`src/rtl/jru_pkg.sv`:
```
package jru_pkg;

  typedef enum logic [2:0] {
    JC_ZCLR   = 3'd0,
    JC_ZSET   = 3'd1,
    JC_CCLR   = 3'd2,
    JC_CSET   = 3'd3,
    JC_NSET   = 3'd4,
    JC_GE     = 3'd5,
    JC_LT     = 3'd6,
    JC_ALWAYS = 3'd7
  } jcond_e;

  typedef struct packed {
    logic n;
    logic z;
    logic c;
    logic v;
  } flags_t;

endpackage

```
`src/rtl/jru_decode.sv`:
```
module jru_decode
  import jru_pkg::*;
#(
  parameter int OFF_W  = 10,
  parameter int ADDR_W = 16,
  localparam int COND_W  = 3,
  localparam int FIELD_W = COND_W + OFF_W
) (
  input  logic [FIELD_W-1:0] field_i,
  output jcond_e             cond_o,
  output logic [ADDR_W-1:0]  disp_o
);

  logic [OFF_W-1:0] off_w;

  assign cond_o = jcond_e'(field_i[OFF_W +: COND_W]);
  assign off_w  = field_i[OFF_W-1:0];

  // byte displacement = word offset * 2, sign-extended to address width
  generate
    if (ADDR_W > OFF_W + 1) begin : g_ext
      assign disp_o = {{(ADDR_W-OFF_W-1){off_w[OFF_W-1]}}, off_w, 1'b0};
    end else begin : g_trunc
      logic [OFF_W:0] full_w;
      assign full_w = {off_w, 1'b0};
      assign disp_o = full_w[ADDR_W-1:0];
    end
  endgenerate

endmodule

```
`src/rtl/jru_cond_eval.sv`:
```
module jru_cond_eval
  import jru_pkg::*;
(
  input  jcond_e cond_i,
  input  flags_t flags_i,
  output logic   taken_o
);

  logic sgn_lt;

  assign sgn_lt = flags_i.n ^ flags_i.v;

  always_comb begin
    unique case (cond_i)
      JC_ZCLR:   taken_o = ~flags_i.z;
      JC_ZSET:   taken_o = flags_i.z;
      JC_CCLR:   taken_o = ~flags_i.c;
      JC_CSET:   taken_o = flags_i.c;
      JC_NSET:   taken_o = flags_i.n;
      JC_GE:     taken_o = ~sgn_lt;
      JC_LT:     taken_o = sgn_lt;
      JC_ALWAYS: taken_o = 1'b1;
      default:   taken_o = 1'b0;
    endcase
  end

endmodule

```
`src/rtl/jru_target.sv`:
```
module jru_target #(
  parameter int ADDR_W = 16
) (
  input  logic [ADDR_W-1:0] base_i,
  input  logic [ADDR_W-1:0] disp_i,
  output logic [ADDR_W-1:0] target_o
);

  // modulo 2^ADDR_W: carry out discarded
  assign target_o = base_i + disp_i;

endmodule

```
`src/rtl/jru_ctrl.sv`:
```
module jru_ctrl (
  input  logic clk,
  input  logic rst_n,
  input  logic start_i,
  output logic capture_o,
  output logic complete_o,
  output logic busy_o,
  output logic done_o
);

  logic busy_q, busy_d;
  logic done_q, done_d;
  logic accept;

  assign accept = start_i & ~busy_q;

  always_comb begin
    busy_d = accept;
    done_d = busy_q;
  end

  always_ff @(posedge clk or negedge rst_n) begin
    if (!rst_n) begin
      busy_q <= 1'b0;
      done_q <= 1'b0;
    end else begin
      busy_q <= busy_d;
      done_q <= done_d;
    end
  end

  assign capture_o  = accept;
  assign complete_o = busy_q;
  assign busy_o     = busy_q;
  assign done_o     = done_q;

  // completion always one edge after capture
  a_r4_done_follows: assert property (@(posedge clk) disable iff (!rst_n)
    busy_q |=> done_q);

  // done is a single-cycle pulse
  a_r4_single_pulse: assert property (@(posedge clk) disable iff (!rst_n)
    done_q |=> !done_q);

  // a request in flight blocks a second capture
  a_r7_no_recapture: assert property (@(posedge clk) disable iff (!rst_n)
    busy_q |=> !busy_q);

  // a request presented during done is taken
  a_r8_back_to_back: assert property (@(posedge clk) disable iff (!rst_n)
    (done_q && start_i) |=> busy_q);

endmodule

```
`src/rtl/jump_resolve_unit.sv`:
```
module jump_resolve_unit
  import jru_pkg::*;
#(
  parameter int          OFF_W    = 10,
  parameter int          ADDR_W   = 16,
  parameter logic [15:0] RESET_PC = 16'h0000,
  localparam int         FIELD_W  = 3 + OFF_W
) (
  input  logic               clk,
  input  logic               rst_n,
  input  logic               start_i,
  input  logic [FIELD_W-1:0] jfield_i,
  input  logic [ADDR_W-1:0]  pc_i,
  input  logic               flag_n_i,
  input  logic               flag_z_i,
  input  logic               flag_c_i,
  input  logic               flag_v_i,
  output logic               busy_o,
  output logic               done_o,
  output logic               taken_o,
  output logic [ADDR_W-1:0]  target_o,
  output logic [ADDR_W-1:0]  pc_o
);

  logic capture, complete;

  jcond_e             dec_cond;
  logic [ADDR_W-1:0]  dec_disp;
  flags_t             in_flags;

  jcond_e             cond_q,  cond_d;
  logic [ADDR_W-1:0]  disp_q,  disp_d;
  logic [ADDR_W-1:0]  base_q,  base_d;
  flags_t             flags_q, flags_d;

  logic               taken_c;
  logic [ADDR_W-1:0]  target_c;

  logic               taken_q,  taken_d;
  logic [ADDR_W-1:0]  target_q, target_d;
  logic [ADDR_W-1:0]  pc_q,     pc_d;

  assign in_flags = '{n: flag_n_i, z: flag_z_i, c: flag_c_i, v: flag_v_i};

  jru_ctrl u_ctrl (
    .clk        (clk),
    .rst_n      (rst_n),
    .start_i    (start_i),
    .capture_o  (capture),
    .complete_o (complete),
    .busy_o     (busy_o),
    .done_o     (done_o)
  );

  jru_decode #(.OFF_W(OFF_W), .ADDR_W(ADDR_W)) u_decode (
    .field_i (jfield_i),
    .cond_o  (dec_cond),
    .disp_o  (dec_disp)
  );

  // operand capture stage, enabled on accept
  always_comb begin
    cond_d  = cond_q;
    disp_d  = disp_q;
    base_d  = base_q;
    flags_d = flags_q;
    if (capture) begin
      cond_d  = dec_cond;
      disp_d  = dec_disp;
      base_d  = pc_i;
      flags_d = in_flags;
    end
  end

  always_ff @(posedge clk or negedge rst_n) begin
    if (!rst_n) begin
      cond_q  <= JC_ZCLR;
      disp_q  <= '0;
      base_q  <= '0;
      flags_q <= '0;
    end else begin
      cond_q  <= cond_d;
      disp_q  <= disp_d;
      base_q  <= base_d;
      flags_q <= flags_d;
    end
  end

  jru_cond_eval u_eval (
    .cond_i  (cond_q),
    .flags_i (flags_q),
    .taken_o (taken_c)
  );

  jru_target #(.ADDR_W(ADDR_W)) u_target (
    .base_i   (base_q),
    .disp_i   (disp_q),
    .target_o (target_c)
  );

  // result stage, enabled on completion
  always_comb begin
    taken_d  = taken_q;
    target_d = target_q;
    pc_d     = pc_q;
    if (complete) begin
      taken_d  = taken_c;
      target_d = target_c;
      pc_d     = taken_c ? target_c : base_q;
    end
  end

  always_ff @(posedge clk or negedge rst_n) begin
    if (!rst_n) begin
      taken_q  <= 1'b0;
      target_q <= '0;
      pc_q     <= RESET_PC[ADDR_W-1:0];
    end else begin
      taken_q  <= taken_d;
      target_q <= target_d;
      pc_q     <= pc_d;
    end
  end

  assign taken_o  = taken_q;
  assign target_o = target_q;
  assign pc_o     = pc_q;

  // program counter follows the resolved outcome
  a_r6_pc_outcome: assert property (@(posedge clk) disable iff (!rst_n)
    done_o |-> (pc_o == (taken_o ? target_o : base_q)));

  // program counter only moves on a completion edge
  a_r6_pc_hold: assert property (@(posedge clk) disable iff (!rst_n)
    !done_o |-> $stable(pc_o) || $past(busy_o));

  // displacement is whole words, so target parity matches base
  a_r5_word_step: assert property (@(posedge clk) disable iff (!rst_n)
    done_o |-> (target_o[0] == base_q[0]));

  // outputs frozen outside completion
  a_r10_result_hold: assert property (@(posedge clk) disable iff (!rst_n)
    !busy_o |=> ($stable(taken_o) && $stable(target_o)));

endmodule

```
`config.mk`:
```
export PLATFORM = sky130hd
export DESIGN_NAME = jump_resolve_unit
export DESIGN_NICKNAME = d
export VERILOG_FILES = /design/src/rtl/jru_pkg.sv /design/src/rtl/jru_decode.sv /design/src/rtl/jru_cond_eval.sv /design/src/rtl/jru_target.sv /design/src/rtl/jru_ctrl.sv /design/src/rtl/jump_resolve_unit.sv
export SDC_FILE = /design/constraint.sdc
export NUM_CORES = 1
export LEC_CHECK = 0
export ABC_AREA = 1
export BUFFER_PORTS_ARGS = -buffer_cell sky130_fd_sc_hd__buf_4
export CORE_MARGIN = 2
export CORE_UTILIZATION = 60
export DETAILED_ROUTE_END_ITERATION = 6
export PLACE_DENSITY_LB_ADDON = 0.08
export SLEW_MARGIN = 10
export SYNTH_ARGS = -nofsm -noshare
export SYNTH_HDL_FRONTEND = slang
export SYNTH_HIERARCHICAL = 1
export SYNTH_SLANG_ARGS = --single-unit
```
`constraint.sdc`:
```
create_clock -name clk -period 3.35 [get_ports clk]
set_input_delay 0 -clock clk [delete_from_list [all_inputs] [get_ports clk]]
set_output_delay 0 -clock clk [all_outputs]
set_load 0.05 [all_outputs]
```
After elaboration in Yosys (flattened, before gate mapping)
Cells that the tools add are included.
{ "totals": {"reg_bits": 68, "input_bits": 36, "ram_bits": 0, "output_inout_bits": 35, "latchBits": 0, "mem_count": 0, "rom_bits": 0, "word_cells": 29} }
{ "classes": {"bitwise_logic": 6, "n_lt_le_gt_ge": 0, "addsub": 1, "reduce_logical": 1, "shift": 0, "muxes": 2, "div": 0, "mul": 0, "n_eq_ne": 7} }
{ "op_table": {"columns": ["operator", "n"], "rows": [
  ["$add 16x16->16", 1],
  ["$mux 16", 1],
  ["$eq 3x3->1 const B", 4],
  ["$pmux 1 s8", 1],
  ["$eq 3x2->1 const B", 2],
  ["$not 1->1", 4],
  ["$eq 3x1->1 const B", 1],
  ["$logic_not 3->1", 1],
  ["$and 1x1->1", 1],
  ["$xor 1x1->1", 1]
]} }

Depth between registers and ports, before layout
Gate-level depths: netlist (run 1).
{ "logic_depth": {"word_depth": 4, "depth_mapped": 14} }

By module
Netlist (run 1), hierarchy kept.
{ "modules_own_cells": {"columns": ["mod", "cells_per_inst", "seq_area_each_um2", "area_per_inst_um2", "n_inst"], "rows": [
  ["jump_resolve_unit", 340, 1801.7, 3030.4, 1],
  ["jru_target", 176, 0.0, 930.9, 1],
  ["jru_decode", 20, 0.0, 146.4, 1],
  ["jru_cond_eval", 21, 0.0, 88.8, 1],
  ["jru_ctrl", 5, 50.0, 67.6, 1]
]} }

Worst setup path after synthesis (run 1)
OpenSTA, ideal clock, no wires.
{ "synth_path": {"path_kind": "reg-to-reg", "startpoint": "register base_q[0]", "endpoint": "register pc_q[8] (netlist: pc_o[8])", "n_path_buf": 0, "arrival_ps": 1668, "path_stages_with_launch": 13, "setup_ps": 118, "period_less_slack_ps": 1786, "setup_slack_ps": 1564, "path_cell_list": "dfrtp_1 > ha_1 > fa_1 > nand2_1 > nand2_1 > and2_4 > nand2_1 > nand2_1 > xor2_1 > inv_1 > nand2_1 > nand3_1 > nand2_1"} }
{ "synth_via": {"elab_chain_len": 2} }
{ "synth_rtl": {"columns": ["element", "line_no", "rtl"], "rows": [
  ["start, declared", "jump_resolve_unit.sv:33", "logic [ADDR_W-1:0] base_q, base_d;"],
  ["start signal, assigned", "jump_resolve_unit.sv:84", "base_q <= base_d;"],
  ["$add 16x16->16", "jru_target.sv:10", "assign target_o = base_i + disp_i;"],
  ["net target_c[8]", "jump_resolve_unit.sv:37", "logic [ADDR_W-1:0] target_c;"],
  ["$mux 16", "jump_resolve_unit.sv:109", "pc_d = taken_c ? target_c : base_q;"],
  ["end signal, assigned", "jump_resolve_unit.sv:117", "pc_q <= RESET_PC[ADDR_W-1:0];"],
  ["end signal, assigned", "jump_resolve_unit.sv:121", "pc_q <= pc_d;"],
  ["end, declared", "jump_resolve_unit.sv:41", "logic [ADDR_W-1:0] pc_q, pc_d;"]
]} }
The timed path passes the listed nets, and every way through them passes these cells.
A chain may end at the register's enable or synchronous reset.

Worst setup path after layout (run 1)
{ "layout_path": {"startpoint": "register base_q[0]", "endpoint": "register pc_q[14] (netlist: pc_o[14])"} }
Same word-level chain as after synthesis.

==> impl_metrics.py, run 1 <==
metrics = {
    "clocking": {
        "cts_buffer_depth": 2,
        "postCtsResizedCells": 0,
        "cts_max_level": 3,
        "cts_buffers": 9,
        "clk_pin_slew_ps": 80,
        "clk-insertion-delay-late_ps": 350,
        "clock_sinks": 74,
        "cts_tree": "done",
        "post_cts_buffers": 0,
        "cts-hold-fix-buffers": 34,
        "cts_root_buf": "clkbuf_8",
    },
    "floorplan": {
        "core_um2": 6830,
        "start_util_pct": 62.4,
        "dieHeight_um": 88.3,
        "ios": 71,
        "row_count": 30,
        "dieWidth_um": 88.3,
        "design.die.area_um2": 7800,
    },
    "routing": {
        "routed_wl_um": 9150,
        "first_iter_violations": 164,
        "wl_per_cell_um": 12.3,
        "antenna_left": 0,
        "drc": 0,
        "via_per_inst": 4.86,
        "dr_total_vias": 3604,
        "dr.pass1.iters": 5,
    },
    "timing": {
        "rsz0062_at_grt": "false",
        "slew_headroom_pct": 39.5,
        "max_freq_ghz": 0.498,
        "worstMarginPinSlew_ps": 907,
        "period_minus_slack_ps": 2010,
        "finalCritPeriodShare_pct": 60.0,
        "fin_tns_setup_ps": 0,
        "setup_ws_ps": 1340,
        "maxSlewViolCount": 0,
        "setup_viol": 0,
        "final-hold-violation-count": 0,
        "skew_ps": 8.99,
        "hold_slack_ps": 79.8,
    },
    "yosys": {
        "synthTopCellsByArea": "dfrtp_1 43%, nand2_1 18%, inv_1 8.4%, ha_1 4.4%, o21ai_1 4.2%",
        "syn-instance-count": 562,
        "synth_nets": 614,
        "synth-seq-cells": 74,
        "seq_area_frac_synth_pct": 43.4,
        "synth_area_per_cell_um2": 7.59,
        "synth_area_um2": 4260,
        "ys.warnings.count": 6,
        "synth_top_cell_area_share_pct": 43.4,
        "ys_types": 30,
        "yosysTopAreaCell": "dfrtp_1",
    },
    "place": {
        "gp_congestion": 0.902,
        "port_buffers": 70,
        "pre_cts_ws_ps": 1370,
        "hpwlAfterDp_um": 6330,
    },
    "layout": {
        "most-common-layout-cells": "201 x nand2_1, 95 x inv_1, 74 x dfrtp_1, 72 x buf_4, 36 x o21ai_1",
        "antenna_cells": 0,
        "area_growth_pct": 20.9,
        "n_fill_cell": 565,
        "drive_above_1_share_pct": 16.9,
        "final_nets": 692,
        "final_common_cell": "nand2_1",
    },
    "worst_hold_path": {
        "hold_depth": 5,
        "min-delay-path-class": "input port to flop",
        "holdPathEnd": "disp_q[3]",
        "hold_start": "start_i",
    },
    "setup_path": {
        "worstReg2RegEnd": "pc_o[14]",
        "r2r_start": "base_q[0]",
        "critPathCaptureType": "flop",
        "r2r_slack_ps": 1340,
        "cp_data_required_time_ps": 3590,
        "r2r_cells": 14,
        "worstSetupPathType": "flop to flop",
        "cp_max_fo": 3,
        "cp-start-kind": "flop",
        "crit_arrival_ps": 2250,
    },
    "pwr": {
        "power.leakage_nw": 2.86,
        "peakVddDrop_mv": 0.313,
        "powerDensity_nw_per_um2": 701,
        "finalPower_mw": 3.61,
    },
    "run_status": {
        "outcome": "finished, final reports clean",
    },
    "run": {
        "maxCapViolCount": 0,
    },
    "global_routing": {
        "overflow": 0,
        "grt_first_pass_wirelength_um": 15300,
        "grt_use_total_pct": 25.4,
        "grt_max_degree": 75,
        "antenna_found_initial": 0,
        "first_global_vias": 3381,
    },
}
## area by class of cell
class	count	area (um^2)	share of cell area (%)
sequential	74	1850	35.9
multi-input combinational	349	1690	32.8
timing repair buffer	106	881	17.1
inverter	100	383	7.43
clock buffer	10	138	2.67
tap	96	120	2.33
clock inverter	6	88.8	1.72
## state kept, by name (all words and copies together), names as in the netlist
register	flops
base_q	16
disp_q	16
pc_o	16
target_o	16
flags_q	4
cond_q	3
taken_o	1
u_ctrl/busy_o	1
u_ctrl/done_o	1
## synth_stat cells
cell	count
clkbuf_2	3
buf_8	3
buf_2	1
a21oi_2	1
nor3_2	3
nor2_1	10
nand4_1	1
o21ai_2	1
o21ai_1	36
fa_1	1
nand2_1	201
nor2_2	1
inv_6	1
or2_1	2
and2_4	1
xnor2_1	2
inv_2	3
a21oi_1	7
dfrtp_1	74
inv_1	95
xor2_1	6
nand3_1	30
nand2_2	9
buf_6	10
inv_4	1
conb_1	1
o21ai_0	19
ha_1	15
nand3b_1	2
buf_4	22
## power breakdown
group	switching (mW)	total, mW	internal [mW]
registers	0.122	1.22	1.09
clock network	0.339	0.779	0.441
logic	1.11	1.62	0.508
## worst max-delay path by stage
stage / cells past startpoint / endpoint / from
2_1_floorplan: 12 / pc_o[8] / base_q[0]
3_3_place_gp: 14 / pc_o[14] / base_q[0]
3_5_place_dp: 14 / pc_o[14] / base_q[0]
4_1_cts: 14 / pc_o[14] / base_q[0]
5_1_grt: 14 / pc_o[14] / base_q[0]
6_report: 14 / pc_o[14] / base_q[0]
## cells by family (layout without fill, tap and decap cells)
logic type               count (synthesis)  in the layout  synth area share, %
AND/OR/NAND/NOR                        260            260                 25.3
buffers and inverters                  139            222                 17.0
flip-flops                              74             74                 43.4
AO/OA/AOI/OAI                           64             64                 7.69
adder cells (fa/ha/maj)                 16             16                 4.87
XOR/XNOR                                 8              8                 1.64
other                                    1              1               0.0879
## critical path: stages (launching register included)
cell,delay [ps]
dfrtp_1,390
ha_1,230
fa_1,400
nand2_1,90
nand2_1,70
nand3b_1,100
nand2_2,80
nand2_1,100
nand2_1,70
nand2_1,80
nand2_1,40
inv_1,60
nand2_1,50
nand3_1,110
nand2_1,50
## stage by stage
step                area (um^2)  util [%]  cells
floorplan                  4260         -    562
global placement           4590      67.1    691
detailed placement         4590      67.1    691
CTS                        5150      75.4    741
global route               5150      75.4    741
finish                     5150      75.4    741
## per-layer routing
| layer | global-route usage [%] | up-vias | routed length [um] |
|---|---|---|---|
| met4 | 8.82 | 0 | 161 |
| met3 | 3.36 | 14 | 347 |
| met5 | 0 | - | 0 |
| li1 | - | 1837 | - |
| met1 | 35.2 | 1658 | 4330 |
| met2 | 41.5 | 95 | 4310 |
Note: power is estimated with default switching activity, not from simulation.
==> run 2, diff against run 1 <==
Settings changed: CORE_UTILIZATION 60 to 57.
Clock period 3.35 ns to 2.1 ns, I/O delays scaled along.
==> run 2 against run 1 <==
Effect of this change: wire length shrank 3.9%; combinational power increased by 59%; worst setup slack worse by 1100 ps; largest power group unchanged; first-iteration DRC count grew 4.3%.
==> impl_metrics.py, run 2 (same netlist as run 1, synthesis figures left out) <==
metrics = {
    "run_status": {
        "outcome": "finished, final reports clean",
    },
    "layout": {
        "drive_above_1_share_pct": 17.0,
        "multi_input_area_um2": 1690,
        "ff_latch_area_um2": 1850,
        "antenna_cells": 0,
        "most-common-layout-cells": "201 x nand2_1, 95 x inv_1, 74 x dfrtp_1, 73 x buf_4, 36 x o21ai_1",
        "final_nets": 694,
        "design_area_um2": 5160,
        "n_fill_cell": 602,
        "final_common_cell": "nand2_1",
        "area_growth_pct": 21.1,
    },
    "routing": {
        "wl_per_cell_um": 11.8,
        "first_iter_violations": 171,
        "antenna_left": 0,
        "routed_wl_um": 8790,
        "dr_total_vias": 3548,
        "wl_met2_um": 3930,
        "drc": 0,
        "dr_wl_met3_um": 386,
        "wirelength_met1_um": 4350,
        "top_layer": "met4",
        "dr.pass1.iters": 5,
        "via_per_inst": 4.76,
    },
    "timing": {
        "setup_viol": 0,
        "period_minus_slack_ps": 1900,
        "rsz0062_at_grt": "false",
        "slew_headroom_pct": 39.7,
        "fin_tns_setup_ps": 0,
        "final-hold-violation-count": 0,
        "setup_ws_ps": 201,
        "finalCritPeriodShare_pct": 90.4,
        "worstMarginPinSlew_ps": 904,
        "max_freq_ghz": 0.527,
        "maxSlewViolCount": 0,
        "skew_ps": 6.73,
    },
    "setup_path": {
        "path_depth": 13,
        "r2r_cells": 13,
        "worstSetupPathType": "flop to flop",
        "cp_max_fo": 3,
        "cp_slowest_cell": "dfrtp_1",
        "crit_top_cell": "nand2_1",
        "crit_arrival_ps": 2130,
        "path_cells": "ha_1, fa_2, nand2_1, nand2_1, and2_4, nand3_1, nand3_1, nand2_1, nand2_1, inv_1, nand2_1, nand3_1, nand2_1",
        "slowest_delay_ps": 380,
        "critPathCaptureType": "flop",
        "worst-path-buf-inv": 1,
        "cp_data_required_time_ps": 2340,
        "cp-start-kind": "flop",
        "cp_top_family": "simple AND/OR/NAND/NOR gates",
    },
    "worst_hold_path": {
        "hold_depth": 4,
        "min-delay-path-class": "input port to flop",
    },
    "pwr": {
        "power.leakage_nw": 2.87,
        "power_frac_seq_pct": 34.5,
        "peakVddDrop_mv": 0.404,
        "p_sw_mw": 2.43,
        "powerDensity_nw_per_um2": 1090,
        "power_frac_comb_pct": 45.6,
        "p_clk_share_pct": 19.9,
        "p_int_mw": 3.21,
        "switching_share_pct": 43.1,
    },
    "clocking": {
        "clk_pin_slew_ps": 70,
        "cts_max_level": 3,
        "cts_tree": "done",
        "cts_buffers": 9,
        "cts_buffer_depth": 2,
        "cts_root_buf": "clkbuf_8",
        "clock_sinks": 74,
        "clk-insertion-delay-late_ps": 340,
    },
    "global_routing": {
        "grt_use_total_pct": 23.2,
        "grt_max_degree": 75,
        "overflow": 0,
        "first_global_vias": 3387,
        "antenna_found_initial": 0,
        "grt_first_pass_wirelength_um": 15400,
    },
    "floorplan": {
        "dieHeight_um": 90.5,
        "ios": 71,
        "dieWidth_um": 90.5,
        "start_util_pct": 58.8,
        "row_count": 31,
        "design.die.area_um2": 8190,
        "core_um2": 7250,
    },
    "place": {
        "pre_cts_ws_ps": 176,
        "placedInstanceArea_um2": 4620,
        "port_buffers": 70,
        "hpwlAfterDp_um": 6180,
        "gp_congestion": 0.876,
    },
    "run": {
        "maxCapViolCount": 0,
    },
}
## run 2: final cells by class
| type | count | share of cell area (%) |
|---|---|---|
| Multi-Input combinational cell | 349 | 32.8 |
| Tap cell | 99 | 2.40 |
| Clock inverter | 2 | 0.678 |
| Inverter | 100 | 7.41 |
| Clock buffer | 13 | 3.27 |
| Sequential cell | 74 | 35.9 |
| Timing Repair Buffer | 108 | 17.6 |
## run 2: routing by layer
layer	up-vias	global-route usage, %
met3	11	3.34
met4	0	7.56
met5	-	0
li1	1847	-
met2	97	36.8
met1	1593	32.9
## run 2: per-stage QoR
step | hold slack, ps | total power, mW | instances | utilization (%)
6_report | 127 | 5.64 | 745 | 71.2
5_1_grt | 151 | 6.01 | 745 | 71.2
4_1_cts | 121 | 5.66 | 745 | 71.2
3_5_place_dp | 186 | 4.48 | 696 | 63.7
3_3_place_gp | 183 | 4.43 | 696 | 63.7
2_1_floorplan | -296 | 3.83 | 562 | -
## run 2: worst reg2reg max path: stages, from the launching register on
cell and delay, ps:
dfrtp_1 380, ha_1 230, fa_2 360, nand2_1 70, nand2_1 70, and2_4 150
nand3_1 80, nand3_1 80, nand2_1 60, nand2_1 40, inv_1 60, nand2_1 60
nand3_1 90, nand2_1 50
## run 2: power by group through the flow
| stage | Clock (mW) | Sequential, mW | Combinational, mW |
|---|---|---|---|
| detailed placement | 0 | 1.97 | 2.51 |
| floorplan | 0 | 2.73 | 1.11 |
| CTS | 1.14 | 1.95 | 2.57 |
| global placement | 0 | 1.96 | 2.47 |
| global route | 1.21 | 1.99 | 2.81 |
| finish | 1.13 | 1.95 | 2.57 |
## run 2: final timing paths
| path | startpoint | to | slack [ps] |
|---|---|---|---|
| max in group asynchronous | rst_n | base_q[4] | 1190 |
| max | base_q[0] | pc_o[12] | 200 |
| min reg2reg | pc_o[13] | pc_o[13] | 480 |
| min | start_i | u_ctrl/busy_o | 130 |
| min in group asynchronous | rst_n | target_o[11] | 320 |
| max reg2reg | base_q[0] | pc_o[12] | 200 |
## run 2: what timing repair did
item / CTS / global route
resized for setup: 0 / 1
endpoints found under the hold margin: 112 / 0
buffers inserted: 0 / 0
setup endpoints to repair: 0 / 2
hold buffers: 34 / 0
==> run 3, diff against run 2 <==
--- a/config.mk
+++ b/config.mk
@@ -9,4 +9,6 @@
 export BUFFER_PORTS_ARGS = -buffer_cell sky130_fd_sc_hd__buf_4
+export CELL_PAD_IN_SITES_DETAIL_PLACEMENT = 1
+export CELL_PAD_IN_SITES_GLOBAL_PLACEMENT = 2
 export CORE_MARGIN = 2
-export CORE_UTILIZATION = 57
+export CORE_UTILIZATION = 33
 export DETAILED_ROUTE_END_ITERATION = 6
==> constraint.sdc (replaced) <==
create_clock -name clk -period 2.1 [get_ports clk]
set_input_delay 0.105 -clock clk [delete_from_list [all_inputs] [get_ports clk]]
set_output_delay 0.105 -clock clk [all_outputs]
set_load 0.05 [all_outputs]
==> run 3 against run 2 <==
Effect of this change: count of clock-buffer cells in the layout up 1; power up 8.5%; wire length up 22%; hold slack worse by 110 ps; first-iteration DRC count down 33%; largest power group unchanged; global-route usage down 6.7 points; critical endpoint is now pc_o[15]; fmax up 0.17%.
==> impl_metrics.py, run 3 (same netlist as run 1, synthesis figures left out) <==
metrics = {
    "layout": {
        "antenna_cells": 0,
        "final_nets": 692,
        "final_common_cell": "nand2_1",
        "final_util_pct": 42.2,
        "area_growth_pct": 25.0,
        "most-common-layout-cells": "201 x nand2_1, 95 x inv_1, 74 x dfrtp_1, 74 x buf_4, 36 x o21ai_1",
        "drive_above_1_share_pct": 17.2,
    },
    "clocking": {
        "post_cts_buffers": 0,
        "cts_max_level": 3,
        "clk_pin_slew_ps": 60,
        "clk-insertion-delay-late_ps": 340,
        "cts_root_buf": "clkbuf_16",
        "cts_buffer_depth": 2,
        "clock_sinks": 74,
        "cts_buffers": 9,
        "cts_tree": "done",
    },
    "timing": {
        "setup_viol": 0,
        "period_minus_slack_ps": 1900,
        "hold_slack_ps": 19.3,
        "skew_ps": 6.01,
        "slew_headroom_pct": 66.1,
        "final-hold-violation-count": 0,
        "finalCritPeriodShare_pct": 90.3,
        "worstMarginPinSlew_ps": 509,
        "maxSlewViolCount": 0,
        "fin_tns_setup_ps": 0,
        "max_freq_ghz": 0.527,
        "rsz0062_at_grt": "false",
    },
    "floorplan": {
        "design.die.area_um2": 13800,
        "ios": 71,
        "row_count": 41,
        "dieWidth_um": 118,
        "dieHeight_um": 118,
        "core_um2": 12600,
        "start_util_pct": 33.8,
    },
    "global_routing": {
        "grt_max_degree": 51,
        "grt_first_pass_wirelength_um": 18200,
        "first_global_vias": 3585,
        "overflow": 0,
        "grt_use_total_pct": 16.5,
        "antenna_found_initial": 0,
    },
    "setup_path": {
        "crit_arrival_ps": 2120,
        "cp_data_required_time_ps": 2320,
        "worstSetupPathType": "flop to flop",
        "cp-start-kind": "flop",
        "critPathCaptureType": "flop",
        "cp_max_fo": 5,
    },
    "routing": {
        "dr.pass1.iters": 4,
        "dr_total_vias": 3581,
        "first_iter_violations": 115,
        "via_per_inst": 4.38,
        "drc": 0,
        "wl_per_cell_um": 13.1,
        "routed_wl_um": 10700,
        "antenna_left": 0,
    },
    "run_status": {
        "outcome": "finished, final reports clean",
    },
    "place": {
        "port_buffers": 70,
        "hpwlAfterDp_um": 8000,
        "gp_congestion": 0.780,
    },
    "pwr": {
        "power.leakage_nw": 2.91,
        "finalPower_mw": 6.12,
        "powerDensity_nw_per_um2": 1150,
        "peakVddDrop_mv": 0.344,
    },
    "worst_hold_path": {
        "min-delay-path-class": "input port to flop",
    },
    "run": {
        "maxCapViolCount": 0,
    },
}
## run 3: cell types whose count changed in the layout (fill, tap and decap cells not counted), sizes merged
cell and change:
buf +1, clkbuf +1, dlygate4sd3 -3
## run 3: metal layers
metal | track usage [%] | part of all wire, % | vias to the layer above
li1 | - | - | 1844
met1 | 24.5 | 53 | 1673
met2 | 23.9 | 43 | 54
met3 | 2.91 | 2.9 | 10
met4 | 5.65 | 1.4 | 0
met5 | 0 | 0 | -
## run 3: through the flow
step	instances	cell area (um^2)	worst slack, ps
2_1_floorplan	562	4260	314
3_3_place_gp	770	4720	200
3_5_place_dp	770	4720	132
4_1_cts	817	5330	119
5_1_grt	817	5330	24.3
6_report	817	5330	204
## run 3: path summary, 6_finish.rpt
path	start	endpoint	slack, ps	cells past startpoint
min reg2reg	pc_o[7]	pc_o[7]	480	2
max reg2reg	disp_q[11]	pc_o[15]	200	11
max	disp_q[11]	pc_o[15]	200	11
min in group asynchronous	rst_n	target_o[13]	290	2
max in group asynchronous	rst_n	disp_q[14]	1220	3
min	pc_i[0]	base_q[0]	20	3
## run 3: repair_timing
item,CTS,global route
resized for setup,0,2
hold endpoints to repair,64,0
hold buffers,31,0
setup endpoints to repair,0,3
## run 3: power by group
group / switching (mW) / internal [mW] / total (mW) / leakage [nW]
sequential: 0.202 / 1.75 / 1.95 / 0.909
combinational: 1.80 / 0.822 / 2.62 / 1.85
clock: 0.563 / 0.984 / 1.55 / 0.147
## run 3: final cells by class
cell class	instances	area (um^2)
fill	1580	7290
multi-input combinational	349	1700
sequential	74	1850
clock inverter	2	35.0
inverter	100	383
clock buffer	14	264
timing repair buffer	106	886
tap	172	215
## run 3: critical path, cell delays in order (launching register included)
cell and delay [ps]:
dfrtp_1 400, ha_1 360, nand2_1 220, nor2_1 70, a21oi_1 250, nand2_1 90
nand2_1 60, nand2_1 50, inv_1 90, nand2_1 60, nand3_1 70, nand2_1 50
